<file path="config.mk">
export PLATFORM = sky130hd
export DESIGN_NAME = stim_distributor
export DESIGN_NICKNAME = d
export VERILOG_FILES = /design/src/rtl/stim_dist_pkg.sv /design/src/rtl/stim_slicer.sv /design/src/rtl/stim_sequencer.sv /design/src/rtl/stim_direct_stage.sv /design/src/rtl/stim_distributor.sv
export SDC_FILE = /design/constraint.sdc
export NUM_CORES = 1
export LEC_CHECK = 0
export BUFFER_PORTS_ARGS = -buffer_cell sky130_fd_sc_hd__buf_2
export CORE_ASPECT_RATIO = 1.75
export CORE_MARGIN = 2
export CORE_UTILIZATION = 57
export CTS_CLUSTER_SIZE = 12
export DETAILED_ROUTE_END_ITERATION = 16
export PLACE_DENSITY = 0.84
export SYNTH_ARGS = -nofsm -noshare
export SYNTH_HDL_FRONTEND = slang
export SYNTH_HIERARCHICAL = 1
export SYNTH_SLANG_ARGS = --single-unit
</file>
<file path="constraint.sdc">
create_clock -name clk -period 5.18 [get_ports clk]
set_clock_uncertainty 0.1 [all_clocks]
set_input_delay 1.554 -clock clk [delete_from_list [all_inputs] [get_ports clk]]
set_output_delay 1.554 -clock clk [all_outputs]
set_load 0.05 [all_outputs]
</file>
<file path="src/rtl/stim_dist_pkg.sv">
package stim_dist_pkg;
  function automatic int unsigned div_ceil(input int unsigned a, input int unsigned b);
    return (a + b - 1) / b;
  endfunction

  function automatic int unsigned idx_width(input int unsigned n);
    return (n > 1) ? $clog2(n) : 1;
  endfunction
endpackage

</file>
<file path="src/rtl/stim_slicer.sv">
module stim_slicer #(
  parameter int unsigned WC = 10,
  parameter int unsigned P  = 3,
  parameter int unsigned BW = 2
) (
  input  logic             clk,
  input  logic             rst,
  input  logic             load,
  input  logic             adv,
  input  logic [BW-1:0]    adv_idx,
  input  logic [WC*P-1:0]  slices,
  output logic [WC-1:0]    chain_si
);
  for (genvar c = 0; c < WC; c++) begin : g_chain
    logic [P-1:0] seg_q;
    always_ff @(posedge clk) begin
      if (rst) begin
        seg_q       <= '0;
        chain_si[c] <= 1'b0;
      end else if (load) begin
        seg_q       <= slices[c*P +: P];
        chain_si[c] <= slices[c*P];
      end else if (adv) begin
        chain_si[c] <= seg_q[adv_idx];
      end
    end
  end
endmodule

</file>
<file path="src/rtl/stim_sequencer.sv">
module stim_sequencer #(
  parameter int unsigned P       = 3,
  parameter int unsigned N_WORDS = 4,
  parameter int unsigned BW      = 2,
  parameter int unsigned WW      = 2
) (
  input  logic          clk,
  input  logic          rst,
  input  logic          in_valid,
  output logic          in_ready,
  output logic          shift_load,
  output logic          final_acc,
  output logic          adv,
  output logic [BW-1:0] adv_idx,
  output logic          shift_en,
  output logic          load_en,
  output logic          capture
);
  localparam logic [BW-1:0] LAST_BIT  = BW'(P - 1);
  localparam logic [WW-1:0] LAST_WORD = WW'(N_WORDS - 1);

  logic [BW-1:0] bit_q;
  logic [WW-1:0] word_q;
  logic          last_bit, acc;

  assign last_bit   = (bit_q == LAST_BIT);
  assign in_ready   = !load_en && !capture && (!shift_en || last_bit);
  assign acc        = in_valid && in_ready;
  assign final_acc  = acc && (word_q == LAST_WORD);
  assign shift_load = acc && (word_q != LAST_WORD);
  assign adv        = shift_en && !last_bit;
  assign adv_idx    = bit_q + 1'b1;

  always_ff @(posedge clk) begin
    if (rst) begin
      bit_q    <= '0;
      word_q   <= '0;
      shift_en <= 1'b0;
      load_en  <= 1'b0;
      capture  <= 1'b0;
    end else begin
      capture <= load_en;
      load_en <= final_acc;
      if (final_acc) begin
        word_q   <= '0;
        shift_en <= 1'b0;
      end else if (shift_load) begin
        word_q   <= word_q + 1'b1;
        bit_q    <= '0;
        shift_en <= 1'b1;
      end else if (adv) begin
        bit_q <= adv_idx;
      end else if (shift_en) begin
        shift_en <= 1'b0;
      end
    end
  end
endmodule

</file>
<file path="src/rtl/stim_direct_stage.sv">
module stim_direct_stage #(
  parameter int unsigned W_IN = 32
) (
  input  logic            clk,
  input  logic            rst,
  input  logic            take,
  input  logic [W_IN-1:0] word,
  output logic [W_IN-1:0] load_word
);
  always_ff @(posedge clk) begin
    if (rst)       load_word <= '0;
    else if (take) load_word <= word;
  end
endmodule

</file>
<file path="src/rtl/stim_distributor.sv">
module stim_distributor
  import stim_dist_pkg::*;
#(
  parameter int unsigned W_IN = 32,
  parameter int unsigned WC   = 10,
  parameter int unsigned S_IN = 7
) (
  input  logic            clk,
  input  logic            rst,
  input  logic            in_valid,
  input  logic [W_IN-1:0] in_data,
  output logic            in_ready,
  output logic [WC-1:0]   chain_si,
  output logic            shift_en,
  output logic [W_IN-1:0] load_word,
  output logic            load_en,
  output logic            capture
);
  localparam int unsigned P       = W_IN / WC;
  localparam int unsigned N_SHIFT = div_ceil(S_IN, P);
  localparam int unsigned N_WORDS = N_SHIFT + 1;
  localparam int unsigned BW      = idx_width(P);
  localparam int unsigned WW      = idx_width(N_WORDS);

  logic          shift_load, final_acc, adv;
  logic [BW-1:0] adv_idx;

  stim_sequencer #(.P(P), .N_WORDS(N_WORDS), .BW(BW), .WW(WW)) u_seq (
    .clk(clk), .rst(rst), .in_valid(in_valid), .in_ready(in_ready),
    .shift_load(shift_load), .final_acc(final_acc), .adv(adv),
    .adv_idx(adv_idx), .shift_en(shift_en), .load_en(load_en),
    .capture(capture)
  );

  stim_slicer #(.WC(WC), .P(P), .BW(BW)) u_slice (
    .clk(clk), .rst(rst), .load(shift_load), .adv(adv), .adv_idx(adv_idx),
    .slices(in_data[WC*P-1:0]), .chain_si(chain_si)
  );

  stim_direct_stage #(.W_IN(W_IN)) u_direct (
    .clk(clk), .rst(rst), .take(final_acc), .word(in_data),
    .load_word(load_word)
  );
endmodule

</file>
==> results.cfg, run 1 <==
[status]
status = finished, final reports clean

[die]
dieWidth_um = 62.01
io_pins = 81
num_rows = 37
die_y_um = 105.5
die-area_um2 = 6543
core_area_um2 = 5787
start_util_pct = 58.01

[clock_network]
cts_made_buffers = 9
ctsRootBufferMaster = clkbuf_8
cts_max_level = 3
postCtsSetupRepairBufs = 0
clkSlewWorstSetupHoldPaths_ns = 0.07
cts_tree = yes
clockBufferDepth = 2
ctsHoldBuffers = 0
worstSkewPairLatency_ns = 0.35
cts.sinks = 79
cts_resized = 0

[grt]
antenna_found_initial = 0
grt_pass1_vias = 2457
grt_pass1_wl_um = 10820
grt.total_usage_pct = 22.40
grt_max_degree = 43
overflow = 0

[sta]
timing.final.ws_setup_ns = 1.613
tns_ns = 0
worstMarginPinSlew_ns = 1.002
fin_crit_ns = 3.567
slew_violations = 0
setup_viol = 0
rsz0062_at_grt = false
hold_viol = 0
min_period_over_period_pct = 68.86
holdWs_ns = 0.3846
timing.slew.headroom_pct = 33.18
max_freq_ghz = 0.2804

[pwr]
power_mw = 1.378
power.internal_uw = 993.7
p_switching_uw = 384.4
pwr-share-seq_pct = 47.8
p_clk_share_pct = 34.5
p_sw_share_pct = 27.90
power_density_nw_per_um2 = 353.9
ir_drop_v = 0.0001986
power.leakage_nw = 1.744
combPwrFrac_pct = 17.7

[critical_path]
endpoint = in_ready
worstReg2RegStart = u_seq/bit_q[0]$_SDFFE_PP0P_
crit_top_cell = inv_1
r2r-end = u_slice/chain_si[4]$_SDFFE_PP0P_
r2r_cells = 7
reg2reg_slack_ns = 2.81
crit_chain = inv_1, ha_1, nand2b_4, inv_1, nor3_1, buf_2
cp_slowest_cell = inv_1
worstPathMaxFanout = 18
crit_path_end_kind = output pin
arrival_ns = 1.91
slowest_delay_ns = 0.48
cp-start-kind = flip-flop
crit_type = reg2out
cp-startpoint = u_seq/bit_q[0]$_SDFFE_PP0P_
worstPathRequired_ns = 3.53

[synth]
async_reset_ff_share_pct = 0
netlist_area_um2 = 3357
syn_area_per_cell_um2 = 10.69
synth_edf_count = 0
synthDistinctLibCells = 36
synthFlopType = dfxtp_1
synthCells = 314
yosysSeqAreaShare_pct = 47.11
ys_warn_count = 6
synthesis.nets = 351
synth-seq-cells = 79

[min_path]
hold_path_class = reg2reg

[final_layout]
antennaDiodeCount = 0
multi_input_area_um2 = 1570
final_nets = 421
area_growth_pct = 15.99
drive_gt1_share_pct = 31.11
seq_area_um2 = 1582
n_fill_cell = 462

[routing]
drc = 0
antenna_left = 0
viasPerCell = 5.276
avgRoutedWirePerCell_um = 14.28
vias = 2464
wirelength_um = 6670
dr.pass1.iters = 4
drt_iter0_drc = 126

[place]
dp_hpwl_um = 4581
gp_congestion = 0.7454
place_ws_ns = 1.875
numPortBuffers = 80

[run]
drv_cap = 0
[area by class of cell]
cell class	instances	area share, %
inverters	3	0.2892
clock inverters	2	0.9640
well taps	78	2.506
multi-input cells	208	40.33
clock buffers	14	4.434
flip-flops and latches	79	40.62
repair buffers	83	10.86
[critical path: cells and delay by family, from the launching register on]
kind / cells / cell delay (ns)
flip-flops: 1 / 0.35
AND/OR/NAND/NOR: 2 / 0.23
adder cells (fa/ha/maj): 1 / 0.19
buffers and inverters: 3 / 0.78
[cell usage in the layout (no fill, tap or decap), types with 2 or more instances in the layout]
| cell | synthesis | routed |
|---|---|---|
| buf_2 | 3 | 80 |
| dfxtp_1 | 79 | 79 |
| nor2_1 | 72 | 72 |
| mux2i_1 | 63 | 63 |
| clkbuf_8 | 0 | 12 |
| nand3b_1 | 10 | 10 |
| mux2_4 | 8 | 8 |
| a21o_1 | 8 | 8 |
| a211oi_2 | 8 | 8 |
| a22oi_1 | 7 | 7 |
| buf_4 | 4 | 3 |
| inv_1 | 3 | 3 |
| nor2b_1 | 3 | 3 |
| nand2b_1 | 3 | 3 |
| clkbuf_1 | 8 | 2 |
| nor3_1 | 2 | 2 |
| ha_1 | 2 | 2 |
| nand2_1 | 2 | 2 |
| o211a_1 | 2 | 2 |
| o21ai_0 | 2 | 2 |
| o22ai_1 | 2 | 2 |
| a21oi_1 | 2 | 2 |
[cell usage after synthesis (3+ instances only)]
master	count	area share (%)
dfxtp_1	79	47
nor2_1	72	8.1
mux2i_1	63	19
nand3b_1	10	2.2
a211oi_2	8	3.0
a21o_1	8	1.8
clkbuf_1	8	0.89
mux2_4	8	3.6
a22oi_1	7	1.6
buf_6	5	1.7
buf_4	4	0.89
buf_12	3	1.8
buf_2	3	0.45
inv_1	3	0.34
nand2b_1	3	0.56
nor2b_1	3	0.56
[registers in the layout, summed over array words and instances (netlist names)]
| name | count |
|---|---|
| u_seq/shift_en | 1 |
| u_slice/g_chain.seg_q | 30 |
| u_seq/load_en | 1 |
| u_seq/word_q | 2 |
| u_direct/load_word | 32 |
| u_seq/capture | 1 |
| u_slice/chain_si | 10 |
| u_seq/bit_q | 2 |
[cells by family (layout without fill, tap and decap cells)]
family / after synthesis / in the layout / synth area share (%)
flip-flops: 79 / 79 / 47.11
AND/OR/NAND/NOR: 99 / 99 / 13.68
AO/OA/AOI/OAI: 35 / 35 / 9.654
adder cells (fa/ha/maj): 2 / 2 / 0.7453
buffers and inverters: 27 / 102 / 6.187
multiplexers: 71 / 71 / 22.36
XOR/XNOR: 1 / 1 / 0.2609
[stage by stage]
step           std cells  util (%)  cell area [um2]
2_1_floorplan        314         -             3357
3_3_place_gp         451     63.65             3684
3_5_place_dp         451     63.65             3684
4_1_cts              467     67.29             3894
5_1_grt              467     67.29             3894
6_report             467     67.29             3894
[power groups by stage]
| stage | logic [mW] | clock network, mW | registers (mW) |
|---|---|---|---|
| finish | 0.244 | 0.476 | 0.658 |
| global route | 0.262 | 0.506 | 0.662 |
| CTS | 0.246 | 0.486 | 0.658 |
| detailed placement | 0.245 | 0 | 0.672 |
| global placement | 0.239 | 0 | 0.670 |
| floorplan | 0.154 | 0 | 0.713 |
[worst min-delay path by stage]
stage	slack, ns	cells after the start	startpoint	to
after CTS	0.38	2	u_slice/g_chain[0].seg_q[0]$_SDFFE_PP0P_	u_slice/g_chain[0].seg_q[0]$_SDFFE_PP0P_
after global placement	0.36	2	u_slice/g_chain[0].seg_q[0]$_SDFFE_PP0P_	u_slice/g_chain[0].seg_q[0]$_SDFFE_PP0P_
after global routing	0.41	2	u_slice/g_chain[0].seg_q[0]$_SDFFE_PP0P_	u_slice/g_chain[0].seg_q[0]$_SDFFE_PP0P_
after floorplan	0.35	2	u_slice/g_chain[0].seg_q[0]$_SDFFE_PP0P_	u_slice/g_chain[0].seg_q[0]$_SDFFE_PP0P_
after detailed placement	0.37	2	u_slice/g_chain[0].seg_q[0]$_SDFFE_PP0P_	u_slice/g_chain[0].seg_q[0]$_SDFFE_PP0P_
final	0.38	2	u_slice/g_chain[3].seg_q[0]$_SDFFE_PP0P_	u_slice/g_chain[3].seg_q[0]$_SDFFE_PP0P_
[per-layer routing]
layer	share of wire (%)	track usage [%]
met1	39	23.23
met2	54	38.62
met3	4.0	6.994
met4	2.6	10.33
met5	0	0
No activity file was read; power rests on OpenSTA's default activity.
==> run 2: changes to the inputs <==
--- a/config.mk
+++ b/config.mk
@@ -8,10 +8,10 @@
 export BUFFER_PORTS_ARGS = -buffer_cell sky130_fd_sc_hd__buf_2
 export CORE_ASPECT_RATIO = 1.75
 export CORE_MARGIN = 2
-export CORE_UTILIZATION = 57
+export CORE_UTILIZATION = 53
 export CTS_CLUSTER_SIZE = 12
 export DETAILED_ROUTE_END_ITERATION = 16
-export PLACE_DENSITY = 0.84
+export PLACE_DENSITY = 0.79
 export SYNTH_ARGS = -nofsm -noshare
 export SYNTH_HDL_FRONTEND = slang
 export SYNTH_HIERARCHICAL = 1
==> constraint.sdc (replaced) <==
create_clock -name clk -period 3.6 [get_ports clk]
set_clock_uncertainty 0.1 [all_clocks]
set_input_delay 1.08 -clock clk [delete_from_list [all_inputs] [get_ports clk]]
set_output_delay 1.08 -clock clk [all_outputs]
set_load 0.05 [all_outputs]
==> run 2 against run 1 <==
Net effect: clock power rose by 36%; core utilization fell by 3.8 points; first-iteration DRC count fell by 0.79%; final area rose by 0.77%; via count rose by 0.97%.
==> results.cfg, run 2 (synthesized netlist as in run 1, its figures left out) <==
[critical_path]
worstPathRequired_ns = 2.42
cp-start-kind = flip-flop
arrival_ns = 1.49
crit_path_end_kind = output pin
worstPathMaxFanout = 4
crit_type = reg2out
r2r_cells = 7

[final_layout]
final_nets = 424
drive_gt1_share_pct = 31.63
instances_no_fill = 472
largest_register_ffs = 32
final_common_cell = buf_2
area_growth_pct = 16.88
n_fill_cell = 534
regMostFlops = u_direct/load_word
final_cell_mix = 80 x buf_2, 79 x dfxtp_1, 72 x nor2_1, 63 x mux2i_1
antennaDiodeCount = 0
top_regs = u_direct/load_word: 32 flops, u_slice/g_chain.seg_q: 30 flops, u_slice/chain_si: 10 flops

[grt]
grt_pass1_vias = 2427
grt.total_usage_pct = 21.02
grt_max_degree = 51
grtUsageMet3_pct = 4.438
overflow = 0
grt_pass1_wl_um = 11140
met1_usage_pct = 22.88
top_usage_layer = met2
grt_use_met2_pct = 36.76
antenna_found_initial = 0

[clock_network]
cts_tree = yes
clockBufferDepth = 2
cts.sinks = 79
ctsHoldBuffers = 0
cts_made_buffers = 9
ctsRootBufferMaster = clkbuf_8
postCtsSetupRepairBufs = 0
cts_max_level = 3
clkSlewWorstSetupHoldPaths_ns = 0.08
worstSkewPairLatency_ns = 0.35
cts_resized = 0

[routing]
avgRoutedWirePerCell_um = 14.82
drt_iter0_drc = 125
drc = 0
antenna_left = 0
vias = 2488
dr.pass1.iters = 5
viasPerCell = 5.271
wirelength_um = 6996

[run]
drv_cap = 0

[sta]
hold_viol = 0
tns_ns = 0
setup_viol = 0
worstMarginPinSlew_ns = 0.6027
min_period_over_period_pct = 74.24
slew_violations = 0
fin_crit_ns = 2.673
rsz0062_at_grt = false
timing.slew.headroom_pct = 59.82
max_freq_ghz = 0.3741

[place]
dp.cells = 456
numPortBuffers = 80
dp_hpwl_um = 4685
gp_congestion = 0.7287

[die]
start_util_pct = 54.31
io_pins = 81
num_rows = 38
dieWidth_um = 64.16
die_y_um = 109.3
core_area_um2 = 6181
die-area_um2 = 7011

[status]
status = finished, final reports clean

[pwr]
power_density_nw_per_um2 = 497.6
ir_drop_v = 0.0003216
power.leakage_nw = 1.764

[min_path]
hold_path_class = reg2reg
hold_depth = 2
## run 2: report_power, final
part,switching (mW),internal (mW)
Clock,0.309,0.336
Sequential,0.0272,0.922
Combinational,0.224,0.135
## run 2: worst max-delay path: stages (launching register included)
cell,delay [ns]
dfxtp_1,0.33
inv_1,0.07
ha_1,0.15
nand2b_4,0.13
inv_1,0.06
nor3_1,0.11
buf_2,0.28
## run 2: final timing paths
path,start,endpoint,slack [ns]
max,u_seq/bit_q[0]$_SDFFE_PP0P_,in_ready,0.93
max reg2reg,u_seq/bit_q[0]$_SDFFE_PP0P_,u_direct/load_word[13]$_SDFFE_PP0P_,1.50
min reg2reg,u_slice/g_chain[0].seg_q[0]$_SDFFE_PP0P_,u_slice/g_chain[0].seg_q[0]$_SDFFE_PP0P_,0.38
min,u_slice/g_chain[0].seg_q[0]$_SDFFE_PP0P_,u_slice/g_chain[0].seg_q[0]$_SDFFE_PP0P_,0.38
## run 2: layer usage
layer,part of all wire (%),vias up
li1,-,1222
met1,41,1189
met2,53,63
met3,4.0,14
met4,2.7,0
met5,0,-
## run 2: area by class of cell
type	count	area, um2	share of cell area (%)
Tap cell	80	100.1	2.551
Timing Repair Buffer	86	470.5	11.99
Clock buffer	12	145.1	3.699
Clock inverter	4	45.04	1.148
Inverter	3	11.26	0.2870
Sequential cell	79	1582	40.31
Multi-Input combinational cell	208	1570	40.02
## run 2: stage by stage
stage / utilization, % / hold WS, ns / power (mW) / setup WS [ns] / area (um2)
after floorplan: - / 0.3489 / 1.248 / 0.5553 / 3357
after global placement: 60.40 / 0.3594 / 1.318 / 1.092 / 3734
after detailed placement: 60.40 / 0.3653 / 1.327 / 1.009 / 3734
after CTS: 63.48 / 0.3790 / 1.964 / 0.9113 / 3924
after global routing: 63.48 / 0.4064 / 2.028 / 0.8583 / 3924
final: 63.48 / 0.3825 / 1.952 / 0.9272 / 3924
